## src/rtl/flash_id_pkg.sv

```systemverilog
package flash_id_pkg;
   localparam logic [7:0] OP_INFO       = 8'h9F;
   localparam logic [7:0] OP_STAT       = 8'hD7;
   localparam logic [7:0] OP_STAT_OLD   = 8'h57;
   localparam logic [7:0] ID_DENS_FIRST = 8'h22;
   localparam logic [7:0] ID_DENS_LAST  = 8'h26;
   localparam logic [31:0] UNIT_POW2    = 32'd1048576;
   localparam logic [31:0] UNIT_EXT     = 32'd1081344;

   typedef enum logic [2:0] {
      S_IDLE, S_ID_OP, S_ID_RD, S_GAP, S_ST_OP, S_ST_RD, S_WRAP, S_DONE
   } probe_state_t;
endpackage

```

## src/rtl/fid_spi_shifter.sv

```systemverilog
module fid_spi_shifter #(
   parameter int DIV = 2
) (
   input  logic       clk,
   input  logic       rst_n,
   input  logic       go,
   input  logic [7:0] tx,
   input  logic       miso,
   output logic       sck,
   output logic       mosi,
   output logic [7:0] rx,
   output logic       fin
);
   localparam int CW = (DIV > 1) ? $clog2(DIV) : 1;

   logic [CW-1:0] cnt;
   logic [2:0]    bitn;
   logic          act;
   logic [7:0]    osh;
   logic [7:0]    ish;

   always_ff @(posedge clk or negedge rst_n) begin
      if (!rst_n) begin
         cnt  <= '0;
         bitn <= '0;
         act  <= 1'b0;
         osh  <= '0;
         ish  <= '0;
         sck  <= 1'b0;
         fin  <= 1'b0;
      end else begin
         fin <= 1'b0;
         if (go && !act) begin
            act  <= 1'b1;
            osh  <= tx;
            cnt  <= '0;
            bitn <= '0;
            sck  <= 1'b0;
         end else if (act) begin
            if (cnt == CW'(DIV - 1)) begin
               cnt <= '0;
               if (!sck) begin
                  sck <= 1'b1;
                  ish <= {ish[6:0], miso};
               end else begin
                  sck <= 1'b0;
                  if (bitn == 3'd7) begin
                     act <= 1'b0;
                     fin <= 1'b1;
                  end else begin
                     bitn <= bitn + 3'd1;
                     osh  <= {osh[6:0], 1'b0};
                  end
               end
            end else begin
               cnt <= cnt + CW'(1);
            end
         end
      end
   end

   assign mosi = osh[7];
   assign rx   = ish;
endmodule

```

## src/rtl/fid_sequencer.sv

```systemverilog
module fid_sequencer
   import flash_id_pkg::*;
#(
   parameter int DIV     = 2,
   parameter int EDI_MAX = 2
) (
   input  logic               clk,
   input  logic               rst_n,
   input  logic               start,
   input  logic [7:0]         st_op,
   output logic               busy,
   output logic               cs_n,
   output logic               go,
   output logic [7:0]         tx,
   input  logic               fin,
   input  logic [7:0]         rx,
   output logic               cap_en,
   output logic [7:0]         id_b0,
   output logic [7:0]         id_b1,
   output logic [7:0]         id_b2,
   output logic [7:0]         id_b3,
   output logic [8*EDI_MAX-1:0] edi_flat,
   output logic [5:0]         stat_q
);
   localparam int IW  = $clog2(EDI_MAX + 5);
   localparam int GAP = 2 * DIV;
   localparam int GW  = $clog2(GAP + 1);

   probe_state_t   state;
   logic [IW-1:0]  idx;
   logic [IW-1:0]  need;
   logic [GW-1:0]  gcnt;
   logic [7:0]     edi_q [EDI_MAX];
   logic [IW-1:0]  len_cap;

   always_comb begin
      if (rx > 8'(EDI_MAX)) len_cap = IW'(EDI_MAX);
      else                  len_cap = IW'(rx);
   end

   always_ff @(posedge clk or negedge rst_n) begin
      if (!rst_n) begin
         state  <= S_IDLE;
         idx    <= '0;
         need   <= '0;
         gcnt   <= '0;
         busy   <= 1'b0;
         cs_n   <= 1'b1;
         go     <= 1'b0;
         tx     <= '0;
         cap_en <= 1'b0;
         id_b0  <= '0;
         id_b1  <= '0;
         id_b2  <= '0;
         id_b3  <= '0;
         stat_q <= '0;
         for (int k = 0; k < EDI_MAX; k++) edi_q[k] <= '0;
      end else begin
         go     <= 1'b0;
         cap_en <= 1'b0;
         case (state)
            S_IDLE: if (start) begin
               busy  <= 1'b1;
               cs_n  <= 1'b0;
               go    <= 1'b1;
               tx    <= OP_INFO;
               idx   <= '0;
               need  <= '0;
               for (int k = 0; k < EDI_MAX; k++) edi_q[k] <= '0;
               state <= S_ID_OP;
            end
            S_ID_OP: if (fin) begin
               go    <= 1'b1;
               tx    <= 8'h00;
               state <= S_ID_RD;
            end
            S_ID_RD: if (fin) begin
               case (idx)
                  IW'(0): id_b0 <= rx;
                  IW'(1): id_b1 <= rx;
                  IW'(2): id_b2 <= rx;
                  IW'(3): id_b3 <= rx;
                  default: ;
               endcase
               for (int k = 0; k < EDI_MAX; k++)
                  if (idx == IW'(4 + k)) edi_q[k] <= rx;
               if ((idx == IW'(3) && len_cap == '0) ||
                   (idx > IW'(3) && idx == need + IW'(3))) begin
                  cs_n  <= 1'b1;
                  gcnt  <= '0;
                  state <= S_GAP;
               end else begin
                  if (idx == IW'(3)) need <= len_cap;
                  idx <= idx + IW'(1);
                  go  <= 1'b1;
               end
            end
            S_GAP: begin
               if (gcnt == GW'(GAP - 1)) begin
                  cs_n  <= 1'b0;
                  go    <= 1'b1;
                  tx    <= st_op;
                  state <= S_ST_OP;
               end else begin
                  gcnt <= gcnt + GW'(1);
               end
            end
            S_ST_OP: if (fin) begin
               go    <= 1'b1;
               tx    <= 8'h00;
               state <= S_ST_RD;
            end
            S_ST_RD: if (fin) begin
               stat_q <= rx[5:0];
               cs_n   <= 1'b1;
               state  <= S_WRAP;
            end
            S_WRAP: begin
               cap_en <= 1'b1;
               state  <= S_DONE;
            end
            S_DONE: begin
               busy  <= 1'b0;
               state <= S_IDLE;
            end
            default: state <= S_IDLE;
         endcase
      end
   end

   for (genvar k = 0; k < EDI_MAX; k++) begin : g_edi
      assign edi_flat[8*k +: 8] = edi_q[k];
   end
endmodule

```

## src/rtl/fid_decode.sv

```systemverilog
module fid_decode
   import flash_id_pkg::*;
(
   input  logic [7:0]  dens_code,
   input  logic [5:0]  stat,
   output logic [2:0]  id_idx,
   output logic [2:0]  st_idx,
   output logic        err,
   output logic [31:0] cap
);
   logic [3:0]  sz;
   logic [31:0] unit;

   assign sz = stat[5:2];

   always_comb begin
      case (sz)
         4'b0011: st_idx = 3'd1;
         4'b0101: st_idx = 3'd2;
         4'b0111: st_idx = 3'd3;
         4'b1001: st_idx = 3'd4;
         4'b1011: st_idx = 3'd5;
         default: st_idx = 3'd0;
      endcase
      if (dens_code >= ID_DENS_FIRST && dens_code <= ID_DENS_LAST)
         id_idx = 3'(dens_code - ID_DENS_FIRST + 8'd1);
      else
         id_idx = 3'd0;
      err  = (st_idx == 3'd0) || (st_idx != id_idx);
      unit = stat[0] ? UNIT_POW2 : UNIT_EXT;
      cap  = (st_idx == 3'd0) ? 32'd0 : (unit << (st_idx - 3'd1));
   end
endmodule

```

## src/rtl/flash_id_probe.sv

```systemverilog
module flash_id_probe
   import flash_id_pkg::*;
#(
   parameter int DIV           = 2,
   parameter int EDI_MAX       = 2,
   parameter bit LEGACY_STATUS = 1'b0
) (
   input  logic                 clk,
   input  logic                 rst_n,
   input  logic                 start,
   output logic                 busy,
   output logic                 done,
   output logic                 sck,
   output logic                 cs_n,
   output logic                 mosi,
   input  logic                 miso,
   output logic [7:0]           mfr_id,
   output logic [7:0]           dev_dens,
   output logic [7:0]           dev_aux,
   output logic [7:0]           edi_len,
   output logic [8*EDI_MAX-1:0] edi_data,
   output logic [2:0]           id_size,
   output logic [2:0]           st_size,
   output logic                 page_pow2,
   output logic                 sect_prot,
   output logic [31:0]          cap_bits,
   output logic                 err
);
   if (DIV < 1 || DIV > 1024) begin : g_bad_div
      $error("flash_id_probe: DIV out of range");
   end
   if (EDI_MAX < 1 || EDI_MAX > 8) begin : g_bad_edi
      $error("flash_id_probe: EDI_MAX out of range");
   end

   logic [7:0] st_op;
   if (LEGACY_STATUS) begin : g_stat_old
      assign st_op = OP_STAT_OLD;
   end else begin : g_stat_new
      assign st_op = OP_STAT;
   end

   logic                 go, fin, cap_en;
   logic [7:0]           tx, rx;
   logic [7:0]           b0, b1, b2, b3;
   logic [8*EDI_MAX-1:0] edi_flat;
   logic [5:0]           stat_q;
   logic [2:0]           id_idx, st_idx;
   logic                 dec_err;
   logic [31:0]          dec_cap;

   fid_spi_shifter #(.DIV(DIV)) i_shift (
      .clk(clk), .rst_n(rst_n), .go(go), .tx(tx), .miso(miso),
      .sck(sck), .mosi(mosi), .rx(rx), .fin(fin)
   );

   fid_sequencer #(.DIV(DIV), .EDI_MAX(EDI_MAX)) i_seq (
      .clk(clk), .rst_n(rst_n), .start(start), .st_op(st_op),
      .busy(busy), .cs_n(cs_n), .go(go), .tx(tx), .fin(fin), .rx(rx),
      .cap_en(cap_en), .id_b0(b0), .id_b1(b1), .id_b2(b2), .id_b3(b3),
      .edi_flat(edi_flat), .stat_q(stat_q)
   );

   fid_decode i_dec (
      .dens_code(b1), .stat(stat_q), .id_idx(id_idx), .st_idx(st_idx),
      .err(dec_err), .cap(dec_cap)
   );

   always_ff @(posedge clk or negedge rst_n) begin
      if (!rst_n) begin
         done      <= 1'b0;
         mfr_id    <= '0;
         dev_dens  <= '0;
         dev_aux   <= '0;
         edi_len   <= '0;
         edi_data  <= '0;
         id_size   <= '0;
         st_size   <= '0;
         page_pow2 <= 1'b0;
         sect_prot <= 1'b0;
         cap_bits  <= '0;
         err       <= 1'b0;
      end else begin
         done <= cap_en;
         if (cap_en) begin
            mfr_id    <= b0;
            dev_dens  <= b1;
            dev_aux   <= b2;
            edi_len   <= b3;
            edi_data  <= edi_flat;
            id_size   <= id_idx;
            st_size   <= st_idx;
            page_pow2 <= stat_q[0];
            sect_prot <= stat_q[1];
            cap_bits  <= dec_cap;
            err       <= dec_err;
         end
      end
   end
endmodule

```

## config.mk

```make
export PLATFORM = sky130hd
export DESIGN_NAME = flash_id_probe
export DESIGN_NICKNAME = d
export VERILOG_FILES = /design/src/rtl/flash_id_pkg.sv /design/src/rtl/fid_spi_shifter.sv /design/src/rtl/fid_sequencer.sv /design/src/rtl/fid_decode.sv /design/src/rtl/flash_id_probe.sv
export SDC_FILE = /design/constraint.sdc
export NUM_CORES = 1
export LEC_CHECK = 0
export BUFFER_PORTS_ARGS = -buffer_cell sky130_fd_sc_hd__buf_2
export CAP_MARGIN = 20
export CELL_PAD_IN_SITES_DETAIL_PLACEMENT = 1
export CELL_PAD_IN_SITES_GLOBAL_PLACEMENT = 1
export CORE_UTILIZATION = 30
export CTS_BUF_LIST = sky130_fd_sc_hd__clkbuf_16
export CTS_CLUSTER_SIZE = 14
export DETAILED_ROUTE_END_ITERATION = 12
export PLACE_DENSITY_LB_ADDON = 0.1
export SLEW_MARGIN = 20
export SYNTH_ARGS = -nofsm -noshare
export SYNTH_HDL_FRONTEND = slang
export SYNTH_SLANG_ARGS = --single-unit
```

## constraint.sdc

```tcl
create_clock -name clk -period 5.1 [get_ports clk]
set_input_delay 0 -clock clk [delete_from_list [all_inputs] [get_ports clk]]
set_output_delay 0 -clock clk [all_outputs]
set_load 0.05 [all_outputs]
```

==> run summary <==
ANT cells: 0
placeable core area: 23600 µm²
critical path cell sequence: nor3b_2, nand2_1, nor2_1, nand2_1, mux2_1
Crit path required time: 5.41 ns
Setup WS post-layout: 2.53 ns
final critical-path required period: 2.57 ns
Setup-failing EPs final: 0
Residual DRC: 0
Clock Tree Buf Depth: 2
IO Port Bufs: 78
# clock sinks: 167
Crit path largest cell delay: 0.69 ns
area delta synth->final: 16.9%
synthesized cell area: 7270 µm²
Worst Max-Slew Pin Slew: 0.859 ns
Worst EP arrival: 2.88 ns
Via density: 4.65
Clock Power Share: 45.8%
Synth Register Bits: 167
Die W: 158 µm
Max Fclk: 389 MHz
final worst-path cycle share: 50.4%
number of synthesized flops with an enable pin: 0
Initial Util: 30.8%
Worst Hold Class: in2async
Setup CP Type: reg2reg
Crit path max-delay family: simple AND/OR/NAND/NOR gates
Overall Global Routing Usage: 14.0%
Clock Tree Root: clkbuf_16
post-CTS setup buffer count: 0
leakage: 4.34 nW
unrepaired setup endpoints after global routing: no
Max VDD drop: 0.000164 V
CP Buf/Inv Count: 0
relative slew slack: 42.3%
antenna-violating nets left: 0
die area: 24900 µm²
Synth Flop Type: dfrtp_1
Setup TNS Final: 0 ns
Startpoint Class: flop
Pwr Density: 312 nW/µm²
clk slew on worst S/H paths: 0.07 ns
H-tree levels: 4
Vias: 4556
Net Sw Frac: 23.8%
PostCTS Resize Cnt: 0
DR iter-0 viols: 160
post-DP HPWL: 11.4 mm
grt ovf: 0
synthesized instance count: 568
most used cell along the critical path: nand2_1
cell with the most instances after synthesis: dfrtp_1
CTS tree: built
final hold violation count: 0
first-pass GRT wire length: 26.3 mm
sequential share of power: 50.9%
Yosys top cell area share: 57.2%
nets: 669
Critical Path Fanout Max: 14
die height: 158 µm
combinational share of power: 3.3%
total power: 2.65 mW
Switch Pwr: 0.632 mW
top cells by area, synth: dfrtp_1 57%, mux2_2 18%, ha_1 2.9%
Synth Area per Inst: 12.8 µm²
initial antenna violation count: 0
CP max stage cell: nor3b_2
final WL: 16.3 mm
pre-CTS WS: 2.47 ns
ys async rst share: 100%
internal power: 2.02 mW
I/O pins: 98
clock latency on the worst-skew pair: 0.43 ns
largest area contributor in the netlist: dfrtp_1
CTS Buf Count: 17
YS warnings: 0
FP Rows: 56
Layout Skew: 0.0106 ns
Final GP Congestion: 0.761
Yosys cell types: 61
largest net degree at the start of global routing: 69
DR WL/cell: 16.6 µm
synth cell count leaders: 166 x dfrtp_1, 117 x mux2_2, 48 x nand2_1
Final Max Tran Viols: 0
status: completed
sequential cell area fraction in the yosys report: 57.5%
fraction of layout cells with a size suffix above 1: 36.3%
First-pass DRT Iterations: 4
vias in the first global route: 4836
max-cap violations: 0
Crit. End Element: flop
flip-flops by register name, summed over array words and instances (netlist names), 6 cells and up:
name	count
mfr_id	8
edi_len	8
i_seq.id_b2	8
i_shift.rx	8
i_shift.osh	8
cap_bits	13
i_seq.edi_flat	16
dev_dens	8
i_seq.id_b1	8
i_seq.id_b3	8
i_seq.id_b0	8
edi_data	16
i_seq.stat_q	6
dev_aux	8
cell usage in the layout, fill, tap and decap left out, types with 4 or more instances in the layout:
cell	n
a21o_1	5
a21oi_1	10
a22o_1	6
a31oi_1	6
and2_1	8
buf_2	77
clkbuf_16	17
clkinvlp_4	6
conb_1	19
dfrtp_1	165
ha_1	17
inv_1	24
mux2_2	117
mux2i_1	4
nand2_1	48
nand2b_1	5
nand3_1	6
nor2_1	17
nor3_1	6
o21ai_0	13
o221ai_1	4
o31ai_1	4
o32ai_1	4
xor2_1	4
kinds of logic after synthesis:
kind of cell,count (synthesis),share of synthesized area [%]
AND/OR/NAND/NOR,120,8.54
buffers and inverters,64,4.48
AO/OA/AOI/OAI,69,6.66
multiplexers,122,18.8
flip-flops,167,57.5
XOR/XNOR,7,0.844
other,1,0.0516
adder cells (fa/ha/maj),18,3.06
metrics by stage:
stage | hold slack (ns) | utilization, % | std cells | cell area (µm²)
2_1_floorplan | -0.296 | - | 586 | 7330
4_1_cts | 0.0483 | 36.0 | 980 | 8490
6_report | 0.0468 | 36.0 | 980 | 8490
3_5_place_dp | -0.0636 | 33.5 | 946 | 7920
5_1_grt | 0.0678 | 36.0 | 980 | 8490
3_3_place_gp | -0.0608 | 33.5 | 946 | 7920
cell type report:
| type | count | area (µm²) |
|---|---|---|
| inverters | 24 | 90.1 |
| well taps | 319 | 399 |
| multi-input cells | 355 | 2830 |
| fillers | 2571 | 15100 |
| clock inverters | 15 | 129 |
| repair buffers | 83 | 439 |
| flip-flops and latches | 167 | 4180 |
| clock buffers | 17 | 425 |
metal layers:
metal	share of wire, %	vias to the layer above	global-route usage [%]
met4	1.4	0	5.27
li1	-	2114	-
met2	50	61	23.4
met3	2.3	18	2.79
met5	0	-	0
met1	46	2363	17.8
power by group through the flow:
| stage | registers (mW) | logic (mW) | clock network, mW |
|---|---|---|---|
| global placement | 1.37 | 0.0880 | 0 |
| CTS | 1.35 | 0.0905 | 1.26 |
| floorplan | 1.37 | 0.0615 | 0 |
| global route | 1.35 | 0.0980 | 1.31 |
| finish | 1.35 | 0.0878 | 1.21 |
| detailed placement | 1.37 | 0.0891 | 0 |
final timing paths:
path / end / slack [ns] / start / depth (start not counted)
min: mfr_id[2] / 0.05 / rst_n / 2
max reg2reg: i_seq.id_b0[1] / 2.53 / i_seq.state[1] / 5
max: i_seq.id_b0[1] / 2.53 / i_seq.state[1] / 5
min reg2reg: cap_bits[27] / 0.48 / cap_bits[27] / 2
min in group clk: i_seq.tx[3] / 0.13 / start / 3
max in group asynchronous: i_seq.cap_en / 3.77 / rst_n / 3
timing repair:
| action | 4_1_cts | 5_1_grt |
|---|---|---|
| endpoints found under the setup margin | 0 | 0 |
| hold buffers | 2 | 0 |
| endpoints found under the hold margin | 41 | 0 |
(Power assumes the default switching activity.)
